[config.mk]
export PLATFORM = sky130hd
export DESIGN_NAME = glyph_expand
export DESIGN_NICKNAME = d
export VERILOG_FILES = /design/src/rtl/glyph_pkg.sv /design/src/rtl/glyph_bit_pick.sv /design/src/rtl/glyph_raster_walk.sv /design/src/rtl/glyph_pixel_out.sv /design/src/rtl/glyph_expand.sv
export SDC_FILE = /design/constraint.sdc
export NUM_CORES = 1
export LEC_CHECK = 0
export BUFFER_PORTS_ARGS = -buffer_cell sky130_fd_sc_hd__buf_2
export CAP_MARGIN = 20
export CORE_ASPECT_RATIO = 1.25
export CORE_UTILIZATION = 35
export DETAILED_ROUTE_END_ITERATION = 16
export PLACE_DENSITY = 0.57
export SLEW_MARGIN = 30
export SYNTH_ARGS = -nofsm -noshare
export SYNTH_HDL_FRONTEND = slang
export SYNTH_SLANG_ARGS = --single-unit
[constraint.sdc]
create_clock -name clk -period 4.7 [get_ports clk]
set_input_delay 0.47 -clock clk [delete_from_list [all_inputs] [get_ports clk]]
set_output_delay 0.47 -clock clk [all_outputs]
set_load 0.005 [all_outputs]
[src/rtl/glyph_pkg.sv]
package glyph_pkg;
  typedef enum logic [1:0] {
    ST_IDLE,
    ST_FETCH,
    ST_RUN,
    ST_TAIL
  } gx_state_t;
endpackage

[src/rtl/glyph_bit_pick.sv]
module glyph_bit_pick #(
  parameter int WW = 32,
  parameter int PW = 5
) (
  input  logic [WW-1:0] word_i,
  input  logic [PW-1:0] idx_i,
  output logic          bit_o
);
  // Reorder so that position i of 'order' is the i-th pixel of the word:
  // bytes low to high, each byte from bit 7 down to bit 0.
  logic [WW-1:0] order;
  for (genvar i = 0; i < WW; i++) begin : g_map
    localparam int SRC = (i / 8) * 8 + 7 - (i % 8);
    assign order[i] = word_i[SRC];
  end
  assign bit_o = order[idx_i];
endmodule

[src/rtl/glyph_raster_walk.sv]
module glyph_raster_walk #(
  parameter int CW = 16,
  parameter int PW = 5
) (
  input  logic          clk,
  input  logic          rst,
  input  logic          load_i,
  input  logic          step_i,
  input  logic          pack_i,
  input  logic [CW-1:0] x1_i,
  input  logic [CW-1:0] y1_i,
  input  logic [CW-1:0] x2_i,
  input  logic [CW-1:0] y2_i,
  output logic [CW-1:0] x_o,
  output logic [CW-1:0] y_o,
  output logic [PW-1:0] ptr_o,
  output logic          last_o,
  output logic          wrap_o
);
  logic [CW-1:0] x_q, y_q, x1_q, x2_q, y2_q;
  logic [PW-1:0] ptr_q;
  logic          pack_q;
  logic          x_end, y_end;
  logic [PW:0]   p_inc, p_rnd, p_nxt;

  assign x_end = ({1'b0, x_q} + {{CW{1'b0}}, 1'b1}) == {1'b0, x2_q};
  assign y_end = ({1'b0, y_q} + {{CW{1'b0}}, 1'b1}) == {1'b0, y2_q};

  assign p_inc = {1'b0, ptr_q} + {{PW{1'b0}}, 1'b1};
  assign p_rnd = {p_inc[PW:3] + {{(PW-3){1'b0}}, |p_inc[2:0]}, 3'b000};
  assign p_nxt = (pack_q && x_end) ? p_rnd : p_inc;

  assign last_o = x_end && y_end;
  assign wrap_o = p_nxt[PW];
  assign x_o    = x_q;
  assign y_o    = y_q;
  assign ptr_o  = ptr_q;

  always_ff @(posedge clk) begin
    if (rst) begin
      x_q    <= '0;
      y_q    <= '0;
      x1_q   <= '0;
      x2_q   <= '0;
      y2_q   <= '0;
      ptr_q  <= '0;
      pack_q <= 1'b0;
    end else if (load_i) begin
      x_q    <= x1_i;
      y_q    <= y1_i;
      x1_q   <= x1_i;
      x2_q   <= x2_i;
      y2_q   <= y2_i;
      ptr_q  <= '0;
      pack_q <= pack_i;
    end else if (step_i) begin
      ptr_q <= p_nxt[PW-1:0];
      if (x_end) begin
        x_q <= x1_q;
        y_q <= y_q + 1'b1;
      end else begin
        x_q <= x_q + 1'b1;
      end
    end
  end
endmodule

[src/rtl/glyph_pixel_out.sv]
module glyph_pixel_out #(
  parameter int CW  = 16,
  parameter int CLW = 32
) (
  input  logic           clk,
  input  logic           rst,
  input  logic           fire_i,
  input  logic           bit_i,
  input  logic           transp_i,
  input  logic [CLW-1:0] fg_i,
  input  logic [CLW-1:0] bg_i,
  input  logic [CW-1:0]  x_i,
  input  logic [CW-1:0]  y_i,
  output logic           valid_o,
  output logic [CW-1:0]  x_o,
  output logic [CW-1:0]  y_o,
  output logic [CLW-1:0] color_o
);
  always_ff @(posedge clk) begin
    if (rst) begin
      valid_o <= 1'b0;
      x_o     <= '0;
      y_o     <= '0;
      color_o <= '0;
    end else begin
      valid_o <= fire_i && (bit_i || !transp_i);
      if (fire_i) begin
        x_o     <= x_i;
        y_o     <= y_i;
        color_o <= bit_i ? fg_i : bg_i;
      end
    end
  end
endmodule

[src/rtl/glyph_expand.sv]
module glyph_expand #(
  parameter int CW  = 16,
  parameter int WW  = 32,
  parameter int CLW = 32
) (
  input  logic           clk,
  input  logic           rst,
  input  logic           setup_valid_i,
  input  logic [CLW-1:0] setup_bg_i,
  input  logic [CLW-1:0] setup_fg_i,
  input  logic           setup_transp_i,
  input  logic           cmd_valid_i,
  input  logic [CW-1:0]  cmd_x1_i,
  input  logic [CW-1:0]  cmd_y1_i,
  input  logic [CW-1:0]  cmd_x2_i,
  input  logic [CW-1:0]  cmd_y2_i,
  input  logic           cmd_pack_i,
  input  logic           word_valid_i,
  input  logic [WW-1:0]  word_data_i,
  output logic           word_ready_o,
  output logic           busy_o,
  output logic           pix_valid_o,
  output logic [CW-1:0]  pix_x_o,
  output logic [CW-1:0]  pix_y_o,
  output logic [CLW-1:0] pix_color_o,
  output logic           done_o
);
  import glyph_pkg::*;

  localparam int PW = $clog2(WW);

  gx_state_t      state_q;
  logic           odd_q;
  logic [CLW-1:0] bg_q, fg_q;
  logic           tr_q;
  logic [WW-1:0]  wbuf_q;
  logic           done_q;

  logic           load, step, empty_rect, last, wrap, cur_bit;
  logic [CW-1:0]  cur_x, cur_y;
  logic [PW-1:0]  ptr;

  assign empty_rect   = (cmd_x2_i <= cmd_x1_i) || (cmd_y2_i <= cmd_y1_i);
  assign load         = (state_q == ST_IDLE) && cmd_valid_i;
  assign step         = (state_q == ST_RUN);
  assign word_ready_o = (state_q == ST_FETCH) || ((state_q == ST_TAIL) && odd_q);
  assign busy_o       = (state_q != ST_IDLE);
  assign done_o       = done_q;

  glyph_raster_walk #(.CW(CW), .PW(PW)) walk_i (
    .clk    (clk),
    .rst    (rst),
    .load_i (load),
    .step_i (step),
    .pack_i (cmd_pack_i),
    .x1_i   (cmd_x1_i),
    .y1_i   (cmd_y1_i),
    .x2_i   (cmd_x2_i),
    .y2_i   (cmd_y2_i),
    .x_o    (cur_x),
    .y_o    (cur_y),
    .ptr_o  (ptr),
    .last_o (last),
    .wrap_o (wrap)
  );

  glyph_bit_pick #(.WW(WW), .PW(PW)) pick_i (
    .word_i (wbuf_q),
    .idx_i  (ptr),
    .bit_o  (cur_bit)
  );

  glyph_pixel_out #(.CW(CW), .CLW(CLW)) out_i (
    .clk      (clk),
    .rst      (rst),
    .fire_i   (step),
    .bit_i    (cur_bit),
    .transp_i (tr_q),
    .fg_i     (fg_q),
    .bg_i     (bg_q),
    .x_i      (cur_x),
    .y_i      (cur_y),
    .valid_o  (pix_valid_o),
    .x_o      (pix_x_o),
    .y_o      (pix_y_o),
    .color_o  (pix_color_o)
  );

  // Colour setup is taken only between commands.
  always_ff @(posedge clk) begin
    if (rst) begin
      bg_q <= '0;
      fg_q <= '0;
      tr_q <= 1'b0;
    end else if (setup_valid_i && (state_q == ST_IDLE)) begin
      bg_q <= setup_bg_i;
      fg_q <= setup_fg_i;
      tr_q <= setup_transp_i;
    end
  end

  always_ff @(posedge clk) begin
    if (rst) begin
      state_q <= ST_IDLE;
      odd_q   <= 1'b0;
      wbuf_q  <= '0;
      done_q  <= 1'b0;
    end else begin
      done_q <= 1'b0;
      unique case (state_q)
        ST_IDLE: begin
          if (cmd_valid_i) begin
            odd_q   <= 1'b0;
            state_q <= empty_rect ? ST_TAIL : ST_FETCH;
          end
        end
        ST_FETCH: begin
          if (word_valid_i) begin
            wbuf_q  <= word_data_i;
            odd_q   <= ~odd_q;
            state_q <= ST_RUN;
          end
        end
        ST_RUN: begin
          if (last) begin
            state_q <= ST_TAIL;
          end else if (wrap) begin
            state_q <= ST_FETCH;
          end
        end
        ST_TAIL: begin
          if (odd_q) begin
            if (word_valid_i) begin
              odd_q <= 1'b0;
            end
          end else begin
            done_q  <= 1'b1;
            state_q <= ST_IDLE;
          end
        end
        default: state_q <= ST_IDLE;
      endcase
    end
  end
endmodule

==> impl_metrics.toml, run 1 <==
[critical_path]
path_common_cell = "xnor2_1"
cp.required_ps = 5090
setup.worst_path.start = "walk_i.x_o[0]"
crit_path_start_kind = "register"
worstSetupEndpointType = "register"
crit_path_cell_trace = "ha_1 -> nand3_2 -> or4_1 -> xnor2_1 -> xnor2_1 -> nand3_1 -> nor4_4 -> nor2_1 -> o21ai_0 -> a31oi_1"
worst-path-buf-inv = 0
worstPathArrival_ps = 4050
critical_path.top_delay_family = "simple AND/OR/NAND/NOR gates"
critical_path.max_fanout = 11
criticalPathCategory = "register to register"
critical_path.max_stage_delay_ps = 580
critical_path_top_delay_cell = "or4_1"
r2r_start = "walk_i.x_o[0]"

[synthesis]
syn_area_um2 = 12000
yosysWarningCount = 0
post_synth_and_or_nand_nor_area_fraction_pct = 22.5
synth_area_in_compound_gates_pct = 16.3
edff_count_synth = 0
post_synth_mux_area_share_pct = 5.98
proportion_of_synthesized_flip_flops_having_asynchronous_set_or_reset_pct = 0
ys_ff_latch = 252
synth_area_per_cell_um2 = 8.03
synth.yosys.seq_area_share_pct = 41.9
dominantRegCellSynth = "dfxtp_1"
yosys.cell_types.count = 66
synth_top_family_by_area = "simple AND/OR/NAND/NOR gates"
synth_xor_area_share_pct = 4.06
mappedNetlistNets = 1703
postSynthCellCount = 1498
post_synth_fa_ha_maj_area_fraction_pct = 3.95

[min_path]
timing.hold.worst.class = "input pin to register"
hold_start = "setup_fg_i[19]"

[status]
run_status = "complete, no violations"

[cts]
cts_tree = "yes"
buffer_type_at_the_clock_tree_root = "clkbuf_16"
cts.sinks = 252
cts_inserted_buffers = 27
cts_htree_levels = 1
postCtsSetupRepairBufs = 0
cts_buffer_depth = 3
hold_buffers_post_cts = 0
worstSkewPairLatency_ps = 540
cts_resized = 0
clock_edge_transition_at_the_registers_on_the_reported_setup_and_hold_paths_ps = 60

[sta]
max_clock_freq_mhz = 273
finalHoldViolCount = 0
timing.final.setup_violations = 0
fin_skew_ps = 15.5
post-route-worst-setup-slack_ps = 1040
timing.final.max_slew_violations = 0
final_period_minus_worst_setup_slack_ps = 3660
timing.setup.tns_ps = 0
finalHoldWorstSlack_ps = 168
final_clock_period_utilization_by_the_worst_path_pct = 77.9
grt_setup_unrepaired = "false"
max_slew_margin_pct = 43.5
tightestPinTransition_ps = 847

[routing]
routed_wirelength_um = 33200
dr.pass1.iters = 7
drc = 0
drt-vias-per-instance = 5.11
post_drt_wl_per_cell_um = 15.8
antenna_violating_nets_post_route = 0
route.vias.total = 10700
first_iter_violations = 557

[power]
power_per_cell_area_nw_per_um2 = 406
irDropWorstVdd_mv = 0.256
power_leakage_nw = 5.90

[floorplanning]
rows = 75
die_area_um2 = 35100
coreArea_um2 = 33700
initial_core_util_pct = 35.7
fp.dieW_um = 168
num_io_pins = 235
dieHeight_um = 209

[finish]
area_growth_syn_to_layout_pct = 18.5
layout-drive-gt1-share_pct = 20.1
design.final.nets = 1869

[grt]
first_global_vias = 10500
grt_overflow_total = 0
grt_use_total_pct = 18.7
grt_pass1_wl_um = 53600
antenna_found_initial = 2
largest_net_degree_at_the_start_of_global_routing = 82

[placement]
gp_congestion = 0.818
pre_cts_slack_ps = 1010
port_buffers = 234
detailedPlacementHpwl_um = 23200

[flow_run]
drv.max_cap_violation_count = 0
-- cells in the mapped netlist (all sizes together) (21+ instances only) --
cell / n / area [um2]
a211oi: 43 / 323
a21oi: 208 / 1040
a31oi: 23 / 144
buf: 28 / 168
clkbuf: 82 / 308
dfxtp: 252 / 5040
ha: 38 / 475
inv: 42 / 158
mux2i: 37 / 370
nand2: 417 / 1570
nand3: 26 / 140
nand4: 23 / 174
nor2: 62 / 233
o21ai: 21 / 105
xnor2: 35 / 307
-- cell usage in the layout, fill, tap and decap left out, types with 4 or more instances in the layout --
| cell | n |
|---|---|
| nand2_1 | 412 |
| dfxtp_1 | 252 |
| buf_2 | 233 |
| a21oi_1 | 207 |
| nor2_1 | 60 |
| a211oi_1 | 43 |
| inv_1 | 42 |
| ha_1 | 38 |
| mux2i_1 | 36 |
| xnor2_1 | 35 |
| clkbuf_16 | 27 |
| nand3_1 | 23 |
| a31oi_1 | 23 |
| nand4_1 | 21 |
| o21ai_0 | 20 |
| xor2_1 | 18 |
| nand2b_1 | 13 |
| buf_4 | 13 |
| mux2_2 | 11 |
| mux4_2 | 10 |
| and2_1 | 8 |
| nor2b_1 | 8 |
| a21o_1 | 8 |
| nor3_1 | 7 |
| or4_1 | 7 |
| clkbuf_8 | 7 |
| and3_1 | 6 |
| a22oi_1 | 6 |
| clkbuf_1 | 6 |
| and4_1 | 5 |
| nand2_2 | 4 |
| clkinv_2 | 4 |
-- sequential cells by signal (all words and copies together), names as in the netlist, 32 cells and up --
register	count
fg_q	32
wbuf_q	32
out_i.color_o	32
bg_q	32
-- power breakdown --
group | total [mW] | internal, mW | switching [mW]
Clock | 2.06 | 1.21 | 0.855
Sequential | 2.56 | 2.36 | 0.201
Combinational | 1.16 | 0.455 | 0.703
Total | 5.79 | 4.03 | 1.76
-- worst paths after layout --
path,end,slack (ps),depth (start not counted)
worst max-delay path,walk_i.y_o[14],1040,10
worst max register to register,walk_i.y_o[14],1040,10
worst min register to register,walk_i.x1_q[2],450,2
worst min-delay path,fg_q[19],170,3
-- worst min-delay path: cells and delay by family --
family	cells	cell delay, ps
AO/OA/AOI/OAI	1	50
AND/OR/NAND/NOR	1	40
buffers and inverters	1	90
-- cell type report --
class	instances	area, um2
fill	3506	19400
multi-input combinational	1094	6400
sequential	252	5040
timing repair buffer	247	1270
clock buffer	40	795
tap	423	529
inverter	42	158
clock inverter	5	50.0
antenna	1	2.50
-- logic make-up after synthesis --
group                      Yosys count
buffers and inverters              152
adders and majority gates           38
DFF                                252
muxes                               58
and+or+nand+nor                    608
xor gates and xnor gates            54
AOI/OAI and AO/OA                  336
-- routing by layer --
metal  track usage (%)  part of all wire (%)
met1              22.9                    44
met2              33.2                    48
met3              4.05                   6.1
met4              4.59                   1.7
met5                 0                 0.024
-- per-stage QoR --
stage                     total power, mW  util [%]  instance area [um2]  cells
after global placement               3.76      39.7                13400   2058
after detailed placement             3.78      39.8                13400   2058
final                                5.79      42.3                14200   2104
after CTS                            5.87      42.3                14200   2103
after floorplan                      3.37         -                12000   1498
after global routing                 6.12      42.3                14200   2103
(Power assumes the default switching activity.)
==> inputs of run 2 (changes only) <==
--- a/config.mk
+++ b/config.mk
@@ -5,12 +5,13 @@
 export SDC_FILE = /design/constraint.sdc
 export NUM_CORES = 1
 export LEC_CHECK = 0
+export ABC_AREA = 1
 export BUFFER_PORTS_ARGS = -buffer_cell sky130_fd_sc_hd__buf_2
 export CAP_MARGIN = 20
 export CORE_ASPECT_RATIO = 1.25
 export CORE_UTILIZATION = 35
 export DETAILED_ROUTE_END_ITERATION = 16
-export PLACE_DENSITY = 0.57
+export PLACE_DENSITY = 0.59
 export SLEW_MARGIN = 30
 export SYNTH_ARGS = -nofsm -noshare
 export SYNTH_HDL_FRONTEND = slang
==> constraint.sdc (replaced) <==
create_clock -name clk -period 3.2 [get_ports clk]
set_input_delay 0.32 -clock clk [delete_from_list [all_inputs] [get_ports clk]]
set_output_delay 0.32 -clock clk [all_outputs]
set_load 0.005 [all_outputs]
==> impl_metrics.toml, run 2 <==
[finish]
fillers = 3550
final_common_cell = "nand2_1"
area_growth_syn_to_layout_pct = 20.4
layout.cells.most_common_list = "nand2_1 (345), nor2_1 (309), dfxtp_1 (252)"
final_util_pct = 42.8
layout-drive-gt1-share_pct = 16.8
design.final.nets = 2138

[floorplanning]
initial_core_util_pct = 35.6
dieHeight_um = 209
die_area_um2 = 34900
num_io_pins = 235
coreArea_um2 = 33600
rows = 75
fp.dieW_um = 167

[sta]
fin_skew_ps = 11.1
max_slew_margin_pct = 45.6
max_clock_freq_mhz = 361
timing.final.max_slew_violations = 0
tightestPinTransition_ps = 816
finalHoldViolCount = 0
final_period_minus_worst_setup_slack_ps = 2770
grt_setup_unrepaired = "false"
post-route-worst-setup-slack_ps = 427
timing.setup.tns_ps = 0
timing.final.setup_violations = 0
final_clock_period_utilization_by_the_worst_path_pct = 86.7

[synthesis]
synth.yosys.seq_area_share_pct = 42.2
edff_count_synth = 0
dominantRegCellSynth = "dfxtp_1"
yosysTopAreaCell = "dfxtp_1"
yosys.cell_types.count = 31
synth_area_per_cell_um2 = 6.86
syn_area_um2 = 11900
yosysMostFrequentCell = "nand2_1"
mappedNetlistNets = 1946
postSynthCellCount = 1741
yosysWarningCount = 0
proportion_of_synthesized_flip_flops_having_asynchronous_set_or_reset_pct = 0
synthDominantCellAreaShare_pct = 42.2
post_synth_main_area_contributors = "dfxtp_1 (42%), nand2_1 (11%), nor2_1 (9.8%)"
ys_ff_latch = 252
post_synth_most_frequent_cells = "nand2_1 (345), nor2_1 (311), dfxtp_1 (252)"

[power]
power_leakage_nw = 6.28
irDropWorstVdd_mv = 0.345
power_per_cell_area_nw_per_um2 = 726

[critical_path]
criticalPathCategory = "register to register"
worstSetupEndpointType = "register"
cp.required_ps = 3610
critical_path.max_fanout = 17
critical_path.max_stage_delay_ps = 420
critical_path_top_delay_cell = "dfxtp_1"
crit_path_start_kind = "register"
path_common_cell = "nand2_1"
crit_path_cell_trace = "ha_1 -> nand2_2 -> nor2_4 -> nand3_1 -> nand2_1 -> nand2_1 -> nand2_1 -> nand2_1 -> nor2_1 -> nand2_1 -> nor2_4 -> nand3_2 -> nand2_2 -> inv_2 -> o21ai_0 -> a21oi_1"
worstPathArrival_ps = 3190

[routing]
post_drt_wl_per_cell_um = 15.2
drc = 0
routed_wirelength_um = 36200
drt-vias-per-instance = 5.01
dr.pass1.iters = 6
first_iter_violations = 638
antenna_violating_nets_post_route = 0
route.vias.total = 11900

[cts]
worstSkewPairLatency_ps = 540
cts_htree_levels = 1
cts_tree = "yes"
cts_resized = 0
cts_inserted_buffers = 28
postCtsSetupRepairBufs = 0
cts_buffer_depth = 3
buffer_type_at_the_clock_tree_root = "clkbuf_16"
clock_edge_transition_at_the_registers_on_the_reported_setup_and_hold_paths_ps = 60
cts.sinks = 252
hold_buffers_post_cts = 0

[placement]
gp_congestion = 0.873
port_buffers = 234
pre_cts_slack_ps = 450
detailedPlacementHpwl_um = 25800

[grt]
antenna_found_initial = 1
largest_net_degree_at_the_start_of_global_routing = 84
grt_pass1_wl_um = 58000
first_global_vias = 11400
grt_use_total_pct = 20.5
grt_overflow_total = 0

[flow_run]
drv.max_cap_violation_count = 0

[status]
run_status = "complete, no violations"

[min_path]
timing.hold.worst.class = "input pin to register"
[run 2: cell types whose count changed after synthesis, sizes merged, moves of 23 or more]
cell    delta
nand2     -66
o211ai    +23
nor2     +257
mux2i     -37
xnor2     -32
a211oi    -39
a21oi     -55
inv       +91
o21ai    +210
nand3     +45
[run 2: area by class of cell]
class	count	area [um2]	area share [%]
Antenna cell	1	2.50	0.0174
Clock buffer	38	820	5.70
Clock inverter	12	119	0.826
Inverter	136	514	3.57
Multi-Input combinational cell	1260	6030	41.9
Sequential cell	252	5040	35.1
Tap cell	423	529	3.68
Timing Repair Buffer	255	1330	9.25
[run 2: per-stage QoR]
step | instance area [um2] | total power, mW | cells | hold slack [ps]
finish | 14400 | 10.4 | 2377 | 23.9
global route | 14400 | 11.2 | 2377 | 3.07
CTS | 14400 | 10.6 | 2376 | 1.71
detailed placement | 13400 | 7.25 | 2326 | 442
global placement | 13400 | 7.21 | 2326 | 434
floorplan | 11900 | 6.18 | 1741 | 414
[run 2: path summary, 6_finish.rpt]
check                      from             end  slack (ps)  depth (start not counted)
hold reg to reg            tr_q   out_i.valid_o         450                          1
setup reg to reg  walk_i.x_o[0]   walk_i.y_o[2]         430                         16
hold / removal      cmd_x2_i[7]  walk_i.x2_q[7]          20                          3
setup / recovery  walk_i.x_o[0]   walk_i.y_o[2]         430                         16
[run 2: worst max-delay path: cells and delay by family, from the launching register on]
kind                     cells  cell delay, ps
AO/OA/AOI/OAI                2             260
buffers and inverters        1             220
adder cells (fa/ha/maj)      1             240
AND/OR/NAND/NOR             12            1500
flip-flops                   1             420
[run 2: routing by layer]
layer / up-vias / routed length, um / track usage (%)
met5: - / 0 / 0
met4: 0 / 724 / 5.41
met3: 42 / 1760 / 2.85
met2: 276 / 18200 / 37.9
met1: 5497 / 15400 / 24.7
li1: 6088 / - / -
[run 2: logic make-up (layout without fill, tap and decap cells)]
family / Yosys count / after routing / share of synthesized area (%)
other cells: 0 / 1 / 0
compound gates: 438 / 438 / 19.3
flops: 252 / 252 / 42.2
fa+ha+maj: 38 / 38 / 3.98
buf+inv: 229 / 441 / 7.44
simple gates: 776 / 776 / 26.5
xor+xnor: 8 / 8 / 0.587
[run 2: report_power, final]
| part | total [mW] | switching, mW | internal [mW] | leakage (nW) |
|---|---|---|---|---|
| Clock | 3.27 | 1.33 | 1.95 | 0.465 |
| Combinational | 2.95 | 1.93 | 1.02 | 3.75 |
| Sequential | 4.22 | 0.428 | 3.79 | 2.07 |
